**src/rtl/raster_irq_pkg.sv**
```systemverilog
package raster_irq_pkg;

  typedef enum logic [1:0] {
    REG_CTRL   = 2'd0,
    REG_TARGET = 2'd1,
    REG_OFFSET = 2'd2,
    REG_STATUS = 2'd3
  } reg_addr_e;

  localparam int SRC_FRAME = 0;
  localparam int SRC_LINE  = 1;
  localparam int NUM_SRC   = 2;

endpackage

```
**src/rtl/raster_irq_regs.sv**
```systemverilog
module raster_irq_regs
  import raster_irq_pkg::*;
#(
  parameter int V_TOTAL = 312,
  parameter int DATA_W  = 16,
  localparam int VW     = $clog2(V_TOTAL)
) (
  input  logic               clk,
  input  logic               rst_n,
  input  logic               wr_en,
  input  logic [1:0]         wr_addr,
  input  logic [DATA_W-1:0]  wr_data,
  output logic               frame_en,
  output logic               line_en,
  output logic [VW-1:0]      target,
  output logic [VW-1:0]      offset,
  output logic [NUM_SRC-1:0] clr_mask
);

  logic in_range;
  logic wr_ctrl, wr_tgt, wr_off, wr_stat;

  assign in_range = (wr_data < DATA_W'(V_TOTAL));
  assign wr_ctrl  = wr_en && (wr_addr == REG_CTRL);
  assign wr_tgt   = wr_en && (wr_addr == REG_TARGET) && in_range;
  assign wr_off   = wr_en && (wr_addr == REG_OFFSET) && in_range;
  assign wr_stat  = wr_en && (wr_addr == REG_STATUS);

  always_ff @(posedge clk or negedge rst_n) begin
    if (!rst_n) begin
      frame_en <= 1'b1;
      line_en  <= 1'b0;
    end else if (wr_ctrl) begin
      frame_en <= wr_data[SRC_FRAME];
      line_en  <= wr_data[SRC_LINE];
    end
  end

  always_ff @(posedge clk or negedge rst_n) begin
    if (!rst_n)      target <= '0;
    else if (wr_tgt) target <= wr_data[VW-1:0];
  end

  always_ff @(posedge clk or negedge rst_n) begin
    if (!rst_n)      offset <= '0;
    else if (wr_off) offset <= wr_data[VW-1:0];
  end

  assign clr_mask = wr_stat ? wr_data[NUM_SRC-1:0] : '0;

  AST_TARGET_RANGE_IGNORED: assert property (@(posedge clk) disable iff (!rst_n)
    (wr_en && wr_addr == REG_TARGET && wr_data >= DATA_W'(V_TOTAL)) |=> $stable(target));
  AST_OFFSET_RANGE_IGNORED: assert property (@(posedge clk) disable iff (!rst_n)
    (wr_en && wr_addr == REG_OFFSET && wr_data >= DATA_W'(V_TOTAL)) |=> $stable(offset));
  AST_TARGET_BELOW_TOTAL: assert property (@(posedge clk) disable iff (!rst_n)
    target < VW'(V_TOTAL));

endmodule

```
**src/rtl/raster_hv_counter.sv**
```systemverilog
module raster_hv_counter #(
  parameter int H_TOTAL = 448,
  parameter int V_TOTAL = 312,
  localparam int HW     = $clog2(H_TOTAL),
  localparam int VW     = $clog2(V_TOTAL)
) (
  input  logic          clk,
  input  logic          rst_n,
  output logic [HW-1:0] h_cnt,
  output logic [VW-1:0] v_raw,
  output logic          line_end
);

  localparam logic [HW-1:0] H_LAST = HW'(H_TOTAL - 1);
  localparam logic [VW-1:0] V_LAST = VW'(V_TOTAL - 1);

  assign line_end = (h_cnt == H_LAST);

  always_ff @(posedge clk or negedge rst_n) begin
    if (!rst_n)        h_cnt <= '0;
    else if (line_end) h_cnt <= '0;
    else               h_cnt <= h_cnt + HW'(1);
  end

  always_ff @(posedge clk or negedge rst_n) begin
    if (!rst_n)                 v_raw <= '0;
    else if (line_end) begin
      if (v_raw == V_LAST)      v_raw <= '0;
      else                      v_raw <= v_raw + VW'(1);
    end
  end

  AST_H_WRAP: assert property (@(posedge clk) disable iff (!rst_n)
    (h_cnt == H_LAST) |=> (h_cnt == '0));
  AST_H_STEP: assert property (@(posedge clk) disable iff (!rst_n)
    (h_cnt != H_LAST) |=> (h_cnt == $past(h_cnt) + HW'(1)));
  AST_V_HOLD: assert property (@(posedge clk) disable iff (!rst_n)
    (h_cnt != H_LAST) |=> $stable(v_raw));
  AST_V_ADVANCE: assert property (@(posedge clk) disable iff (!rst_n)
    (h_cnt == H_LAST) |=> (v_raw != $past(v_raw)));

endmodule

```
**src/rtl/raster_irq_match.sv**
```systemverilog
module raster_irq_match #(
  parameter int H_TOTAL    = 448,
  parameter int H_ACTIVE   = 256,
  parameter int V_TOTAL    = 312,
  parameter int FRAME_LINE = 248,
  parameter bit FRAME_LATE = 1'b0,
  localparam int HW        = $clog2(H_TOTAL),
  localparam int VW        = $clog2(V_TOTAL)
) (
  input  logic          clk,
  input  logic          rst_n,
  input  logic [HW-1:0] h_cnt,
  input  logic [VW-1:0] v_raw,
  input  logic [VW-1:0] offset,
  input  logic [VW-1:0] target,
  input  logic          frame_en,
  input  logic          line_en,
  output logic [VW-1:0] v_coord,
  output logic          frame_pulse,
  output logic          line_pulse
);

  localparam logic [HW-1:0] H_LINE_HIT  = HW'(H_ACTIVE);
  localparam logic [HW-1:0] H_FRAME_HIT = FRAME_LATE ? HW'(1) : HW'(0);
  localparam logic [VW-1:0] V_FRAME_HIT = VW'(FRAME_LINE);

  function automatic logic [VW-1:0] wrap_add(input logic [VW-1:0] a, input logic [VW-1:0] b);
    logic [VW:0] s;
    s = {1'b0, a} + {1'b0, b};
    if (s >= (VW+1)'(V_TOTAL)) s = s - (VW+1)'(V_TOTAL);
    return s[VW-1:0];
  endfunction

  function automatic logic [VW-1:0] line_before(input logic [VW-1:0] y);
    return (y == '0) ? VW'(V_TOTAL - 1) : (y - VW'(1));
  endfunction

  logic [VW-1:0] line_hit_row;

  assign v_coord      = wrap_add(v_raw, offset);
  assign line_hit_row = line_before(target);
  assign line_pulse   = line_en  && (h_cnt == H_LINE_HIT)  && (v_coord == line_hit_row);
  assign frame_pulse  = frame_en && (h_cnt == H_FRAME_HIT) && (v_raw == V_FRAME_HIT);

  AST_LINE_ONE_CYCLE: assert property (@(posedge clk) disable iff (!rst_n)
    line_pulse |=> !line_pulse);
  AST_FRAME_ONE_CYCLE: assert property (@(posedge clk) disable iff (!rst_n)
    frame_pulse |=> !frame_pulse);
  AST_VCOORD_RANGE: assert property (@(posedge clk) disable iff (!rst_n)
    v_coord < VW'(V_TOTAL));

endmodule

```
**src/rtl/raster_irq_status.sv**
```systemverilog
module raster_irq_status #(
  parameter int N = 2
) (
  input  logic         clk,
  input  logic         rst_n,
  input  logic [N-1:0] set_i,
  input  logic [N-1:0] clr_i,
  output logic [N-1:0] flags
);

  for (genvar k = 0; k < N; k++) begin : g_flag
    always_ff @(posedge clk or negedge rst_n) begin
      if (!rst_n)        flags[k] <= 1'b0;
      else if (set_i[k]) flags[k] <= 1'b1;
      else if (clr_i[k]) flags[k] <= 1'b0;
    end

    AST_STATUS_SET: assert property (@(posedge clk) disable iff (!rst_n)
      set_i[k] |=> flags[k]);
    AST_STATUS_HOLD: assert property (@(posedge clk) disable iff (!rst_n)
      (flags[k] && !clr_i[k]) |=> flags[k]);
    AST_STATUS_CLEAR: assert property (@(posedge clk) disable iff (!rst_n)
      (clr_i[k] && !set_i[k]) |=> !flags[k]);
  end

endmodule

```
**src/rtl/raster_irq_gen.sv**
```systemverilog
module raster_irq_gen
  import raster_irq_pkg::*;
#(
  parameter int H_TOTAL    = 448,
  parameter int H_ACTIVE   = 256,
  parameter int V_TOTAL    = 312,
  parameter int FRAME_LINE = 248,
  parameter bit FRAME_LATE = 1'b0,
  parameter int DATA_W     = 16,
  localparam int HW        = $clog2(H_TOTAL),
  localparam int VW        = $clog2(V_TOTAL)
) (
  input  logic                clk,
  input  logic                rst_n,
  input  logic                wr_en,
  input  logic [1:0]          wr_addr,
  input  logic [DATA_W-1:0]   wr_data,
  output logic [HW-1:0]       hpos,
  output logic [VW-1:0]       vpos,
  output logic                frame_irq,
  output logic                line_irq,
  output logic [NUM_SRC-1:0]  irq_status
);

  logic               frame_en, line_en;
  logic [VW-1:0]      target, offset, v_raw;
  logic [NUM_SRC-1:0] clr_mask, set_mask;
  logic               line_end;

  raster_irq_regs #(.V_TOTAL(V_TOTAL), .DATA_W(DATA_W)) u_regs (
    .clk(clk), .rst_n(rst_n), .wr_en(wr_en), .wr_addr(wr_addr), .wr_data(wr_data),
    .frame_en(frame_en), .line_en(line_en), .target(target), .offset(offset),
    .clr_mask(clr_mask)
  );

  raster_hv_counter #(.H_TOTAL(H_TOTAL), .V_TOTAL(V_TOTAL)) u_cnt (
    .clk(clk), .rst_n(rst_n), .h_cnt(hpos), .v_raw(v_raw), .line_end(line_end)
  );

  raster_irq_match #(
    .H_TOTAL(H_TOTAL), .H_ACTIVE(H_ACTIVE), .V_TOTAL(V_TOTAL),
    .FRAME_LINE(FRAME_LINE), .FRAME_LATE(FRAME_LATE)
  ) u_match (
    .clk(clk), .rst_n(rst_n), .h_cnt(hpos), .v_raw(v_raw), .offset(offset),
    .target(target), .frame_en(frame_en), .line_en(line_en), .v_coord(vpos),
    .frame_pulse(frame_irq), .line_pulse(line_irq)
  );

  always_comb begin
    set_mask            = '0;
    set_mask[SRC_FRAME] = frame_irq;
    set_mask[SRC_LINE]  = line_irq;
  end

  raster_irq_status #(.N(NUM_SRC)) u_status (
    .clk(clk), .rst_n(rst_n), .set_i(set_mask), .clr_i(clr_mask), .flags(irq_status)
  );

  AST_NO_LINE_WHEN_OFF: assert property (@(posedge clk) disable iff (!rst_n)
    (wr_en && wr_addr == REG_CTRL && !wr_data[SRC_LINE]) |=> !line_irq);
  AST_NO_FRAME_WHEN_OFF: assert property (@(posedge clk) disable iff (!rst_n)
    (wr_en && wr_addr == REG_CTRL && !wr_data[SRC_FRAME]) |=> !frame_irq);
  AST_LINE_IN_BLANK: assert property (@(posedge clk) disable iff (!rst_n)
    line_irq |=> !line_end);

endmodule

```
**config.mk**
```make
export PLATFORM = sky130hd
export DESIGN_NAME = raster_irq_gen
export DESIGN_NICKNAME = d
export VERILOG_FILES = /design/src/rtl/raster_irq_pkg.sv /design/src/rtl/raster_irq_regs.sv /design/src/rtl/raster_hv_counter.sv /design/src/rtl/raster_irq_match.sv /design/src/rtl/raster_irq_status.sv /design/src/rtl/raster_irq_gen.sv
export SDC_FILE = /design/constraint.sdc
export NUM_CORES = 1
export LEC_CHECK = 0
export CAP_MARGIN = 20
export CORE_ASPECT_RATIO = 0.7
export CORE_UTILIZATION = 47
export DETAILED_ROUTE_END_ITERATION = 10
export DONT_BUFFER_PORTS = 1
export PLACE_DENSITY = 0.61
export SLEW_MARGIN = 0
export SYNTH_ARGS = -nofsm -noshare
export SYNTH_HDL_FRONTEND = slang
export SYNTH_SLANG_ARGS = --single-unit
```
**constraint.sdc**
```tcl
create_clock -name clk -period 4.1 [get_ports clk]
set_input_delay 0.41 -clock clk [delete_from_list [all_inputs] [get_ports clk]]
set_output_delay 0.41 -clock clk [all_outputs]
set_load 0.05 [all_outputs]
```
* Word-level counts from Yosys, hierarchy flattened *
Index checks and enable logic that the tools add are counted.

operators by class
  $add $sub $neg = 5
  eq/ne operators = 8
  multiplexer cells = 9
  reductions and logical operators = 15
  order comparisons = 2

operators with widths
  operator                                                     number
  two-way mux 9 bit                                            4
  == test 9 bit, second input constant                         3
  adder 9 x 1 -> 9 bit, second input constant                  2
  zero test 9 bit                                              2
  less-than comparator 16 x 9 -> 1 bit, second input constant  1
  adder 9 x 9 -> 10 bit                                        1
  >= comparator 10 x 9 -> 1 bit, second input constant         1
  logical AND 1 bit                                            10
  == test 9 x 8 -> 1 bit, second input constant                1
  == test 9 bit                                                1
  subtractor 9 x 1 -> 9 bit, second input constant             1
  subtractor 9 bit, second input constant                      1
  == test 2 bit, second input constant                         2
  two-way mux 1 bit                                            4
  nonzero test 2 bit                                           2
  == test 2 x 1 -> 1 bit, second input constant                1
  zero test 2 bit                                              1
  two-way mux 2 bit                                            1

storage, ports and cells
  word-level logic and storage cells = 47
  flip-flop bits (word level) = 40
  output and inout bits = 22

* Depth between registers and ports, before layout *
  depth in word-level cells = 6
  gate-level depth with buffers = 12

* Cells and area by module *
From an unflattened synthesis, not the netlist that was laid out.

unflattened totals
  cell total of the unflattened synthesis = 288
  area total of the unflattened synthesis = 2,897.8 µm²

modules (own cells, without submodules)
  module             area each (µm²)  instances  cells each  sequential area each (µm²)
  raster_irq_match   1,051.0          1          143         0.0
  raster_hv_counter  890.9            1          88          450.4
  raster_irq_regs    883.3            1          51          501.7
  raster_irq_status  72.6             1          6           50.0

* Least setup slack after synthesis *
No wires, ideal clock.

  path kind = reg-to-output
  start = register u_cnt.v_raw[0]
  end = output line_irq
  required time = 3.690 ns
  setup slack = -0.732 ns
  cell stages (with the launch flop) = 12
  data arrival time = 4.422 ns
  buffers on the path = 0
  cells stage by stage = dfrtp_1 -> ha_1 -> inv_1 -> fa_1 -> nand2b_1 -> a21oi_2 -> xor2_1 -> nand3_1 -> a311oi_1 -> xor2_1 -> xnor2_1 -> nor3_1

between the ends
  longest elaborated chain between the ends = 5
  elaborated cells between the ends (all ways) = 6

ends and longest elaborated chain
  item                                                               RTL line                 RTL
  from (decl)                                                        raster_hv_counter.sv:10  output logic [VW-1:0] v_raw,
  from (signal assigned)                                             raster_hv_counter.sv:29  else v_raw <= v_raw + VW'(1);
  adder 9 x 9 -> 10 bit *                                            raster_irq_match.sv:29   s = {1'b0, a} + {1'b0, b};
  subtractor 9 bit or >= comparator 10 x 9 -> 1 bit (tied branches)  raster_irq_match.sv:30   if (s >= (VW+1)'(V_TOTAL)) s = s - (VW+1)'(V_TOTAL);
  two-way mux 9 bit *                                                raster_irq_match.sv:30
  net vpos[5]                                                        raster_irq_gen.sv:19     output logic [VW-1:0] vpos,
  == test 9 bit *                                                    raster_irq_match.sv:42   assign line_pulse = line_en && (h_cnt == H_LINE_HIT) && (v_coord == line_hit_row);
  logical AND 1 bit *                                                raster_irq_match.sv:42
  to (decl)                                                          raster_irq_gen.sv:21     output logic line_irq,

Mark *: on every way through the listed nets, which the timed path passes. The rest lies on a longest branch.

* Worst setup path after layout *
  start = register u_cnt.v_raw[0]
  end = output line_irq

between the ends
  longest elaborated chain between the ends = 5
  elaborated cells between the ends (all ways) = 6

ends and longest elaborated chain
  item                                                               RTL line
  adder 9 x 9 -> 10 bit *                                            raster_irq_match.sv:29
  subtractor 9 bit or >= comparator 10 x 9 -> 1 bit (tied branches)  raster_irq_match.sv:30
  two-way mux 9 bit *                                                raster_irq_match.sv:30
  == test 9 bit *                                                    raster_irq_match.sv:42
  logical AND 1 bit *                                                raster_irq_match.sv:42

Every way passes the cells marked *; elsewhere a longest branch is shown, timed or not.

==> reports/results.txt <==
CTS tree - done
placed insts - 387
CP cell instances - ha_1 -> inv_1 -> fa_1 -> nand2b_1 -> a21oi_2 -> xor2_4 -> ha_1 -> a21oi_2 -> nand2_1 -> o41ai_1 -> o31ai_2 -> nor3_4 -> buf_12
Final GP Congestion - 0.879
worst path required time - 3.69 ns
largest net degree at the start of global routing - 41
routed vias/inst - 6.00
Post-synth EDFFs - 0
H-Tree Depth - 2
TritonCTS Buffers - 5
Mean Syn Cell Area - 9.47 um2
Die Y - 68.3 um
post-route setup slack - 0.172 ns
CP peak stage delay - 0.43 ns
Port Buffers - 0
Post-synth ARST share - 1.00
Finished Layout Cells - 398
vias - 2389
Ports - 43
Routed WL - 6970 um
vias in the first global route - 2144
area leader, netlist - dfrtp_1
Main synth FF type - dfrtp_1
die area - 6610 um2
run status - finished, final reports clean
critical path's slowest cell - fa_1
worst-margin pin slew - 1.05 ns
final core occ - 0.569
antenna violations before repair - 0
endpoints failing setup - 0
final worst path period need - 3.93 ns
router iterations before antenna repair - 4
Worst-path clk slew - 0.08 ns
row count - 23
post-synthesis sequential element count - 40
share of cells above drive strength 1 - 0.223
Worst VDD drop - 0.000172 V
DRC violations left - 0
Mapped Cells - 312
worst skew pair latency - 0.30 ns
Post-Synthesis Cell Area - 2960 um2
sequential share of the synthesized area - 0.339
max_slew headroom - 0.298
share of the synthesized area in the top cell type - 0.330
Final Cycle Share - 0.958
Routed wire per std cell - 17.5 um
Yosys cell types - 67
Pwr per Cell Area - 244 nW/um2
clk sinks - 40
Min-Delay Path Class - primary input to register
crit path capture type - primary output
crit path kind - register to primary output
Worst setup SP type - register
Ant. Diodes - 0
Hold Vio Cnt, Final - 0
total grt overflow - 0
leakage - 1.45 nW
total design power - 0.000819 W
worst slack, placed - 0.324 ns
CP Max Fanout - 6
drt initial violations - 126
Area Overhead vs Synth - 13.6%
HPWL after detailed placement - 5230 um
Final #Nets - 359
Die X - 96.8 um
Post-Syn Nets - 349
worst endpoint data arrival time - 3.52 ns
Clock Skew - 0.00662 ns
Synth warnings - 0
GRT Total Usage - 0.220
clock root buffer - clkbuf_8
synth top area cells - dfrtp_1 (33%), mux2_2 (7.2%), ha_1 (6.4%), o21ai_0 (3.9%), nand2_1 (3.8%)
ANT nets after route - 0
clk buf depth - 2
core area - 5900 um2
fin. max-slew vios - 0
Initial Utilization - 0.501
fmax - 255 MHz
first-pass GRT wire length - 11100 um
max-cap viol count - 0
==> stage by stage <==
stage	hold slack, ns	setup TNS [ns]	cell area, um2
2_1_floorplan	0.114	0	2970
3_3_place_gp	0.117	0	3090
3_5_place_dp	0.117	0	3090
4_1_cts	0.216	0	3250
5_1_grt	0.215	-0.0293	3360
6_report	0.228	0	3360
==> synthesized netlist by cell type, types with 2 or more instances <==
master and n:
a311oi_1 2, nor4_1 5, a2111o_1 2, a21o_1 4, or4_1 2, inv_1 15, nand4_1 9, clkbuf_1 4
xnor2_1 12, a21oi_1 7, dfrtp_1 39, a211oi_1 2, nand2_1 30, o31ai_1 3, o211ai_1 2, and3_1 6
nand2b_1 3, nor2b_1 8, mux2_2 19, ha_1 15, nand3_1 8, xor2_1 12, o21ai_0 23, a32o_1 3
o21ai_1 3, nor3_1 5, nor2_1 22, and4b_1 2, a221oi_1 3, nor3b_1 4, buf_4 2
==> flip-flops by register name, indices dropped and copies added, names as in the netlist <==
register	flops
u_cnt.h_cnt	9
u_regs.frame_en	1
u_regs.line_en	1
u_cnt.v_raw	9
u_status.flags	2
u_regs.target	9
u_regs.offset	9
==> per-layer routing <==
metal	global-route usage	routed length (um)
met5	0	0
met4	0.0522	64
met3	0.0613	407
met2	0.308	2710
met1	0.330	3790
==> layout make-up <==
class | instances | area (um2)
Inverter | 15 | 56.3
Clock inverter | 3 | 46.3
Clock buffer | 5 | 68.8
Multi-Input combinational cell | 249 | 1980
Fill cell | 508 | 2540
Sequential cell | 40 | 1000
Timing Repair Buffer | 11 | 110
Tap cell | 75 | 93.8
==> cells in the final DEF (no fill, tap or decap), drive strengths merged, types with 4 or more instances in the layout <==
cell     n
inv     16
mux2    19
xor2    14
nand3    8
ha      15
a21o     4
nand2   31
xnor2   12
and3     6
nor3b    4
buf     10
a221oi   4
o31ai    4
nor3     5
clkbuf   5
nand4    9
dfrtp   39
a21oi    8
nor2    23
o21ai   26
nor4     5
nor2b    8
==> logic make-up after synthesis <==
logic type / share of synthesized area
DFF: 0.339
xor gates and xnor gates: 0.0859
muxes: 0.0758
adders and majority gates: 0.0703
and+or+nand+nor: 0.201
buffers and inverters: 0.0347
AOI/OAI and AO/OA: 0.193
==> repair_timing <==
| item | in CTS | in global routing |
|---|---|---|
| pin swaps | 0 | 2 |
| buffers inserted | 0 | 1 |
| hold buffers | 2 | 0 |
| endpoints found under the setup margin | 1 | 1 |
| cloned | 0 | 0 |
| endpoints found under the hold margin | 40 | 0 |
| resized for setup | 2 | 19 |
==> power breakdown <==
group / internal (W) / total, W / switching (W)
registers: 0.000403 / 0.000412 / 0.00000840
clock network: 0.000183 / 0.000334 / 0.000150
logic: 0.0000289 / 0.0000733 / 0.0000444
==> worst max-delay path: cells and delay by family (launching register included) <==
kind	cells	cell delay, ns
AO/OA/AOI/OAI	4	1.05
XOR/XNOR	1	0.15
buffers and inverters	2	0.22
AND/OR/NAND/NOR	3	0.55
adder cells (fa/ha/maj)	3	0.87
flip-flops	1	0.39
==> path summary, 6_finish.rpt <==
path                       slack (ns)            from  depth (start not counted)                 to
setup / recovery                 0.17  u_cnt.v_raw[0]                         13           line_irq
max in group asynchronous        3.25           rst_n                          2    u_regs.frame_en
hold reg to reg                  0.52  u_regs.line_en                          1     u_regs.line_en
hold / removal                   0.23      wr_data[0]                          2   u_regs.target[0]
setup reg to reg                 0.91  u_cnt.v_raw[4]                          9  u_status.flags[1]
min in group asynchronous        0.60           rst_n                          2     u_cnt.h_cnt[6]
No activity file was read; power rests on OpenSTA's default activity.
